$ cat src/rtl/edge_irq_pkg.sv
package edge_irq_pkg;
  localparam int CH_COUNT = 8;
  localparam int ADDR_W   = 4;
  localparam int DATA_W   = 8;
  localparam int CH_IDX_W = $clog2(CH_COUNT);

  localparam logic [ADDR_W-1:0] OFS_RISE_EN  = 4'h8;
  localparam logic [ADDR_W-1:0] OFS_FALL_EN  = 4'h9;
  localparam logic [ADDR_W-1:0] OFS_LEVEL    = 4'hA;
  localparam logic [ADDR_W-1:0] OFS_RISE_EVT = 4'hB;
  localparam logic [ADDR_W-1:0] OFS_FALL_EVT = 4'hC;
  localparam logic [ADDR_W-1:0] OFS_PULSE    = 4'hD;
  localparam logic [ADDR_W-1:0] OFS_INIT     = 4'hE;

  typedef struct packed {
    logic [CH_COUNT-1:0] chClr;
    logic                clrAll;
    logic                riseEnWr;
    logic                fallEnWr;
    logic [DATA_W-1:0]   wrData;
    logic                irqHold;
  } ctl_strobe_t;
endpackage

$ cat src/rtl/edge_irq_sync.sv
module edge_irq_sync #(
  parameter int WIDTH  = 8,
  parameter int STAGES = 2
) (
  input  logic             clk,
  input  logic             rstN,
  input  logic [WIDTH-1:0] din,
  output logic [WIDTH-1:0] dout
);
  localparam int CHAIN_W = STAGES * WIDTH;

  logic [CHAIN_W-1:0] chain;

  always_ff @(posedge clk or negedge rstN) begin
    if (!rstN) chain <= '0;
    else       chain <= {chain[CHAIN_W-WIDTH-1:0], din};
  end

  assign dout = chain[CHAIN_W-1 -: WIDTH];
endmodule

$ cat src/rtl/edge_irq_dp.sv
module edge_irq_dp
  import edge_irq_pkg::*;
(
  input  logic                clk,
  input  logic                rstN,
  input  logic [CH_COUNT-1:0] pinIn,
  input  ctl_strobe_t         ctl,
  output logic [CH_COUNT-1:0] level,
  output logic [CH_COUNT-1:0] riseFlag,
  output logic [CH_COUNT-1:0] fallFlag,
  output logic [CH_COUNT-1:0] riseEn,
  output logic [CH_COUNT-1:0] fallEn,
  output logic                irqOut
);
  logic [CH_COUNT-1:0] prevLvl;

  edge_irq_sync #(.WIDTH(CH_COUNT), .STAGES(2)) u_sync (
    .clk (clk),
    .rstN(rstN),
    .din (pinIn),
    .dout(level)
  );

  always_ff @(posedge clk or negedge rstN) begin
    if (!rstN) begin
      prevLvl <= '0;
      riseEn  <= '0;
      fallEn  <= '0;
    end else begin
      prevLvl <= level;
      if (ctl.riseEnWr) riseEn <= ctl.wrData[CH_COUNT-1:0];
      if (ctl.fallEnWr) fallEn <= ctl.wrData[CH_COUNT-1:0];
    end
  end

  for (genvar i = 0; i < CH_COUNT; i++) begin : g_ch
    logic riseEdge, fallEdge, riseDrop, fallDrop;
    assign riseEdge = level[i] & ~prevLvl[i];
    assign fallEdge = ~level[i] & prevLvl[i];
    assign riseDrop = ctl.riseEnWr & riseEn[i] & ~ctl.wrData[i];
    assign fallDrop = ctl.fallEnWr & fallEn[i] & ~ctl.wrData[i];

    always_ff @(posedge clk or negedge rstN) begin
      if (!rstN) begin
        riseFlag[i] <= 1'b0;
        fallFlag[i] <= 1'b0;
      end else begin
        if (ctl.clrAll)                            riseFlag[i] <= 1'b0;
        else if (riseEdge & riseEn[i] & ~riseDrop) riseFlag[i] <= 1'b1;
        else if (ctl.chClr[i] | riseDrop)          riseFlag[i] <= 1'b0;

        if (ctl.clrAll)                            fallFlag[i] <= 1'b0;
        else if (fallEdge & fallEn[i] & ~fallDrop) fallFlag[i] <= 1'b1;
        else if (ctl.chClr[i] | fallDrop)          fallFlag[i] <= 1'b0;
      end
    end
  end

  assign irqOut = (|((riseFlag & riseEn) | (fallFlag & fallEn))) & ~ctl.irqHold;
endmodule

$ cat src/rtl/edge_irq_ctrl.sv
module edge_irq_ctrl
  import edge_irq_pkg::*;
#(
  parameter int PULSE_CYC = 5
) (
  input  logic                clk,
  input  logic                rstN,
  input  logic [ADDR_W-1:0]   busAddr,
  input  logic                busRd,
  input  logic                busWr,
  input  logic [DATA_W-1:0]   busWdata,
  input  logic [CH_COUNT-1:0] level,
  input  logic [CH_COUNT-1:0] riseFlag,
  input  logic [CH_COUNT-1:0] fallFlag,
  input  logic [CH_COUNT-1:0] riseEn,
  input  logic [CH_COUNT-1:0] fallEn,
  output ctl_strobe_t         ctl,
  output logic [DATA_W-1:0]   busRdata
);
  localparam int CNT_W = $clog2(PULSE_CYC + 1);

  logic [CNT_W-1:0]  holdCnt;
  logic [DATA_W-1:0] rdNext;
  logic              chAddr;
  logic [CH_IDX_W-1:0] chIdx;

  assign chAddr = busAddr < ADDR_W'(CH_COUNT);
  assign chIdx  = busAddr[CH_IDX_W-1:0];

  for (genvar i = 0; i < CH_COUNT; i++) begin : g_clr
    assign ctl.chClr[i] = busRd && (busAddr == ADDR_W'(i));
  end

  assign ctl.clrAll   = busWr && (busAddr == OFS_INIT);
  assign ctl.riseEnWr = busWr && (busAddr == OFS_RISE_EN);
  assign ctl.fallEnWr = busWr && (busAddr == OFS_FALL_EN);
  assign ctl.wrData   = busWdata;
  assign ctl.irqHold  = holdCnt != '0;

  always_ff @(posedge clk or negedge rstN) begin
    if (!rstN)                              holdCnt <= '0;
    else if (busWr && busAddr == OFS_PULSE) holdCnt <= CNT_W'(PULSE_CYC);
    else if (holdCnt != '0)                 holdCnt <= holdCnt - 1'b1;
  end

  always_comb begin
    rdNext = '0;
    if (chAddr) begin
      rdNext[0] = riseFlag[chIdx];
      rdNext[1] = fallFlag[chIdx];
    end else begin
      case (busAddr)
        OFS_RISE_EN:  rdNext[CH_COUNT-1:0] = riseEn;
        OFS_FALL_EN:  rdNext[CH_COUNT-1:0] = fallEn;
        OFS_LEVEL:    rdNext[CH_COUNT-1:0] = level;
        OFS_RISE_EVT: rdNext[CH_COUNT-1:0] = riseFlag;
        OFS_FALL_EVT: rdNext[CH_COUNT-1:0] = fallFlag;
        default:      rdNext = '0;
      endcase
    end
  end

  always_ff @(posedge clk or negedge rstN) begin
    if (!rstN) busRdata <= '0;
    else       busRdata <= busRd ? rdNext : '0;
  end
endmodule

$ cat src/rtl/edge_irq_agg.sv
module edge_irq_agg
  import edge_irq_pkg::*;
#(
  parameter int CLK_KHZ  = 50000,
  parameter int PULSE_NS = 100
) (
  input  logic                clk,
  input  logic                rstN,
  input  logic [CH_COUNT-1:0] pinIn,
  input  logic [ADDR_W-1:0]   busAddr,
  input  logic                busRd,
  input  logic                busWr,
  input  logic [DATA_W-1:0]   busWdata,
  output logic [DATA_W-1:0]   busRdata,
  output logic                irqOut
);
  localparam int PULSE_RAW = (CLK_KHZ * PULSE_NS + 999_999) / 1_000_000;
  localparam int PULSE_CYC = (PULSE_RAW < 1) ? 1 : PULSE_RAW;

  ctl_strobe_t         ctl;
  logic [CH_COUNT-1:0] level, riseFlag, fallFlag, riseEn, fallEn;

  edge_irq_ctrl #(.PULSE_CYC(PULSE_CYC)) u_ctrl (
    .clk     (clk),
    .rstN    (rstN),
    .busAddr (busAddr),
    .busRd   (busRd),
    .busWr   (busWr),
    .busWdata(busWdata),
    .level   (level),
    .riseFlag(riseFlag),
    .fallFlag(fallFlag),
    .riseEn  (riseEn),
    .fallEn  (fallEn),
    .ctl     (ctl),
    .busRdata(busRdata)
  );

  edge_irq_dp u_dp (
    .clk     (clk),
    .rstN    (rstN),
    .pinIn   (pinIn),
    .ctl     (ctl),
    .level   (level),
    .riseFlag(riseFlag),
    .fallFlag(fallFlag),
    .riseEn  (riseEn),
    .fallEn  (fallEn),
    .irqOut  (irqOut)
  );
endmodule

$ cat config.mk
export PLATFORM = sky130hd
export DESIGN_NAME = edge_irq_agg
export DESIGN_NICKNAME = d
export VERILOG_FILES = /design/src/rtl/edge_irq_pkg.sv /design/src/rtl/edge_irq_sync.sv /design/src/rtl/edge_irq_dp.sv /design/src/rtl/edge_irq_ctrl.sv /design/src/rtl/edge_irq_agg.sv
export SDC_FILE = /design/constraint.sdc
export NUM_CORES = 1
export LEC_CHECK = 0
export BUFFER_PORTS_ARGS = -buffer_cell sky130_fd_sc_hd__buf_4
export CORE_MARGIN = 2
export CORE_UTILIZATION = 55
export DETAILED_ROUTE_END_ITERATION = 6
export GPL_TIMING_DRIVEN = 0
export PLACE_DENSITY = 0.74
export REMOVE_ABC_BUFFERS = 1
export SLEW_MARGIN = 20
export SYNTH_ARGS = -nofsm -noshare
export SYNTH_HDL_FRONTEND = slang
export SYNTH_SLANG_ARGS = --single-unit
$ cat constraint.sdc
create_clock -name clk -period 1.9 [get_ports clk]
set_clock_uncertainty 0.15 [all_clocks]
set_input_delay 0.19 -clock clk [delete_from_list [all_inputs] [get_ports clk]]
set_output_delay 0.19 -clock clk [all_outputs]
set_load 0.05 [all_outputs]
# ---- After elaboration in Yosys (flattened, before gate mapping)
# Index checks and enable logic that the tools add are counted.
dict set report word_totals {
  ff_bits 67
  input_bits 24
  out_inout_bits 9
  elab_cells 270
}
dict set report classes {
  addsub 1
  magnitude_cmp 2
  n_eq_ne 14
  mux 58
  bitwise_logic 141
  n_reduce_logical 32
}
# op count
set op_table {}
lappend op_table {{1-bit AND} 81}
lappend op_table {{3-bit nonzero test} 17}
lappend op_table {{1-bit two-way mux} 50}
lappend op_table {{1-bit inverter} 41}
lappend op_table {{8-bit case mux with 5 select lines} 1}
lappend op_table {{4-bit equality test (second input constant)} 7}
lappend op_table {{8-bit AND} 2}
lappend op_table {{4-bit by 3-bit equality test with 1-bit output (second input constant)} 4}
lappend op_table {{1-bit bitwise OR} 16}
lappend op_table {{1-bit logical AND} 12}
lappend op_table {{4-bit by 2-bit equality test with 1-bit output (second input constant)} 2}
lappend op_table {{8-bit two-way mux} 1}
lappend op_table {{8-bit bitwise OR} 1}
lappend op_table {{8-bit OR reduction} 1}
lappend op_table {{1-bit binary-select mux with 3-bit select} 2}
lappend op_table {{3-bit two-way mux} 2}
lappend op_table {{6-bit two-way mux} 1}
lappend op_table {{4-bit by 1-bit equality test with 1-bit output (second input constant)} 1}
lappend op_table {{4-bit logical NOT} 1}
lappend op_table {{3-bit by 4-bit less-than comparator with 1-bit output (second input constant)} 1}
lappend op_table {{4-bit less-than comparator (second input constant)} 1}
lappend op_table {{3-bit by 1-bit subtractor with 3-bit output (second input constant)} 1}
lappend op_table {{2-bit two-way mux} 1}
lappend op_table {{2-bit nonzero test} 1}

# ---- Depth between registers and ports, before layout
dict set report depth {
  word_depth 8
  depth_mapped 6
}

# ---- Modules after synthesis
# Synthesis repeated with hierarchy kept, for this count alone.
dict set report unflattened {
  hier_cells 320
  area_unflattened_um2 3338.2
}
# module n_inst cells_each area_per_inst_um2
set modules_own_cells {}
lappend modules_own_cells {edge_irq_dp 1 166 1735.4}
lappend modules_own_cells {edge_irq_ctrl 1 130 1142.3}
lappend modules_own_cells {edge_irq_sync 1 24 460.4}

# ---- Least setup slack after synthesis
# OpenSTA, ideal clock, no wires.
dict set report synth_timing {
  path_kind {register to output}
  from {reg u_ctrl.holdCnt[0]}
  to {out irqOut}
  arrival_ns 1.529
  t_required_ns 1.560
  slack_ns 0.031
  path_stages_with_launch 5
  n_path_buf 0
  cell_sequence {dfrtp_1 inv_1 ha_1 nand2b_1 a31oi_1}
}
dict set report synth_via {
  elab_chain_cells 3
}
# item line_no
set synth_rtl {}
lappend synth_rtl {{start: declaration} edge_irq_ctrl.sv:22} ;# logic [CNT_W-1:0] holdCnt;
lappend synth_rtl {{start signal: assignment} edge_irq_ctrl.sv:42} ;# else if (busWr && busAddr == OFS_PULSE) holdCnt <= CNT_W'(PULSE_CYC);
lappend synth_rtl {{start signal: assignment} edge_irq_ctrl.sv:43} ;# else if (holdCnt != '0) holdCnt <= holdCnt - 1'b1;
lappend synth_rtl {{3-bit nonzero test} edge_irq_ctrl.sv:38} ;# assign ctl.irqHold = holdCnt != '0;
lappend synth_rtl {{1-bit inverter} edge_irq_dp.sv:59} ;# assign irqOut = (|((riseFlag & riseEn) | (fallFlag & fallEn))) & ~ctl.irqHold;
lappend synth_rtl {{1-bit AND} edge_irq_dp.sv:59}
lappend synth_rtl {{end: declaration} edge_irq_agg.sv:15} ;# output logic irqOut
# No other way between the ends.

# ---- Final worst setup path
dict set report layout_timing {
  from {reg u_dp.fallFlag[1]}
  to {out irqOut}
}
dict set report layout_via {
  elab_chain_cells 4
}
# item line_no
set layout_rtl {}
lappend layout_rtl {{start: declaration} edge_irq_dp.sv:10} ;# output logic [CH_COUNT-1:0] fallFlag,
lappend layout_rtl {{start signal: indexed assignment} edge_irq_dp.sv:46} ;# fallFlag[i] <= 1'b0;
lappend layout_rtl {{start signal: indexed assignment} edge_irq_dp.sv:52} ;# if (ctl.clrAll) fallFlag[i] <= 1'b0;
lappend layout_rtl {{start signal: indexed assignment} edge_irq_dp.sv:53} ;# else if (fallEdge & fallEn[i] & ~fallDrop) fallFlag[i] <= 1'b1;
lappend layout_rtl {{8-bit AND} edge_irq_dp.sv:59}
lappend layout_rtl {{8-bit bitwise OR} edge_irq_dp.sv:59}
lappend layout_rtl {{8-bit OR reduction} edge_irq_dp.sv:59}
lappend layout_rtl {{1-bit AND} edge_irq_dp.sv:59}
# No other way between the ends.

==> impl_metrics.ini <==
[status]
outcome = finished with violations
violations = negative setup slack

[grt]
grt_pass1_wl_mm = 10.8
grt_max_degree = 68
grt_overflow = 0
grt_pass1_vias = 2252
antenna_found_initial = 0
grt_use_total_pct = 22.9

[timing]
clock.fmax_ghz = 0.512
worst_slack_ns = -0.0529
period_needed_ns = 1.95
slew_viol_final = 0
setup_viol = 1
hold_viol_final = 0
finalCritPeriodShare_pct = 103
tns_ns = -0.0529
rsz0062_at_grt = yes
tightest_slew_ns = 0.798
max_slew_margin_pct = 46.8

[synthesis]
synth_top_area_share_pct = 55.1
synth_area_leaders = dfrtp_1, mux2_2, a311oi_1, nand2_1, a21oi_1
ys_types = 39
yosysMostFrequentCell = dfrtp_1
synthArstFlopShare_pct = 100
netlist_instances = 261
synth-main-ff-cell = dfrtp_1
synth-seq-cells = 67
yosys_warnings = 0
synth_top_area_cell = dfrtp_1
synth_edf_count = 0
synthesis.area_um2 = 3040
yosysSeqAreaShare_pct = 55.1
syn_avg_cell_area_um2 = 11.7
synth_commonest_cells = dfrtp_1, nand2_1, nor2_1

[cells_and_area]
area_growth_pct = 21.5
finalNonFillerCells = 387
regArea_um2 = 1680
fin_nets = 336
postLayoutCoreUtil_pct = 68.0
final_layout_size_suffix_gt1_share_pct = 23.2
antenna_cells = 0
fill_cells = 431
multi_input_area_um2 = 1250

[placed_design]
io_buffers = 32
hpwl_mm = 4.24
placedCellCount = 349
routabilityCongestion = 0.902

[critical_path]
slowest_delay_ns = 0.38
required_ns = 1.56
reg2reg_to = u_ctrl.busRdata[1]
startpoint_type = flop
crit_family = compound AO/OA/AOI/OAI gates
slowest_stage = dfrtp_1
path_max_fanout = 2
cp-end-kind = primary output
worstPathArrival_ns = 1.61
path_class = flop to primary output
rrSetupSlack_ns = 0.21
reg2reg_depth = 4
path_buf_inv = 1
worstReg2RegStart = u_dp.fallFlag[1]
path_cells = a22o_1 -> a221oi_2 -> and3_1 -> a31oi_2 -> buf_6

[clock_tree]
htreeDepth = 3
cts_root_buffer = clkbuf_8
cts_tree = built
clk_latency_ns = 0.34
numCtsBuffers = 9
clkTransAtPathRegs_ns = 0.06
cts.path.max_buffers = 2
cts_num_sinks = 67

[drt]
firstDrtPassIters = 5
totalWireLength_mm = 6.51
drc = 0
vias_per_cell = 5.95
wl_per_cell_um = 16.8
num_vias = 2301
drtIter0Drc = 222
ant_nets = 0

[die]
io_pins = 33
die_height_um = 78.4
start_util_pct = 56.0
die_w_um = 78.4
dieArea_um2 = 6150
coreArea_um2 = 5440
fp-row-count = 27

[worst_hold_path]
hold_class = primary input to flop
holdPathEnd = u_ctrl.holdCnt[2]
min_from = busWr
whs_path_depth = 3

[power]
p_leak_nw = 1.63
total_power_mw = 4.14
peakVddDrop_v = 0.000561
p_per_area_nw_per_um2 = 1120

[run]
cap_violations = 0
-- final cells by class --
type / count / area share [%]
clock buffer: 14 / 4.13
clock inverter: 2 / 0.947
inverter: 11 / 1.12
multi-input combinational: 167 / 33.8
sequential: 67 / 45.3
tap: 72 / 2.44
timing repair buffer: 54 / 12.3
-- cell families after synthesis --
family / after synthesis / share of synthesized area (%)
DFF: 67 / 55.1
AOI/OAI and AO/OA: 64 / 16.2
xor gates and xnor gates: 1 / 0.288
adders and majority gates: 2 / 0.822
buffers and inverters: 27 / 4.89
muxes: 28 / 11.5
and+or+nand+nor: 72 / 11.1
-- power by group --
| group | switching, mW | total [mW] | internal [mW] | leakage (nW) |
|---|---|---|---|---|
| clock | 0.493 | 1.14 | 0.643 | 0.0947 |
| combinational | 0.469 | 0.997 | 0.528 | 0.728 |
| sequential | 0.307 | 2.01 | 1.70 | 0.804 |
| total | 1.27 | 4.14 | 2.87 | 1.63 |
-- through the flow --
| stage | setup slack, ns | area, um^2 | hold WS (ns) |
|---|---|---|---|
| 4_1_cts | -0.0792 | 3680 | 0.0538 |
| 2_1_floorplan | 0.0309 | 2940 | -0.256 |
| 6_report | -0.0529 | 3700 | 0.0570 |
| 3_3_place_gp | -0.394 | 3270 | 0.149 |
| 3_5_place_dp | -0.386 | 3270 | 0.151 |
| 5_1_grt | -0.143 | 3700 | 0.0614 |
-- placed cells by master (no fill, tap or decap), drive strengths merged, types with 6 or more instances in the layout --
cell,synthesis,final
nand2,25,25
dfrtp,67,67
a222oi,6,6
dlygate4sd3,0,18
o2bb2ai,6,6
buf,11,36
a311oi,16,16
nor2,23,23
a21oi,18,18
mux2i,7,7
mux2,17,17
inv,11,11
clkbuf,5,14
-- routing by layer --
| metal | track usage (%) | vias to the layer above | share of wire, % |
|---|---|---|---|
| met3 | 6.21 | 14 | 6.0 |
| li1 | - | 1071 | - |
| met2 | 34.1 | 78 | 47 |
| met1 | 31.6 | 1138 | 45 |
| met5 | 0 | - | 0 |
| met4 | 10.0 | 0 | 2.2 |
-- repair_timing --
action                                 CTS  global route
pin swaps                                2             1
setup endpoints to repair                7            25
gates resized for setup                  3             5
hold buffers                            18             0
endpoints found under the hold margin   98             0
setup buffers                            4             0
-- worst min-delay path: cells and delay by family --
kind	cells	cell delay, ns
buf+inv	1	0.12
simple gates	2	0.19
-- flip-flops by register name (all words and copies together), names as in the netlist --
signal / cells
u_dp.u_sync.chain: 16
u_ctrl.busRdata: 8
u_dp.fallEn: 8
u_dp.fallFlag: 8
u_dp.prevLvl: 8
u_dp.riseEn: 8
u_dp.riseFlag: 8
u_ctrl.holdCnt: 3
-- how the worst max path moves through the flow --
stage          cells past startpoint              start             end
2_1_floorplan                      4  u_ctrl.holdCnt[0]          irqOut
3_3_place_gp                       4         busAddr[3]  u_dp.fallEn[3]
4_1_cts                            5   u_dp.fallFlag[1]          irqOut
5_1_grt                            5   u_dp.fallFlag[1]          irqOut
6_report                           5   u_dp.fallFlag[1]          irqOut
3_5_place_dp                       4         busAddr[3]  u_dp.fallEn[3]
Power figures use the tool's default switching activity.
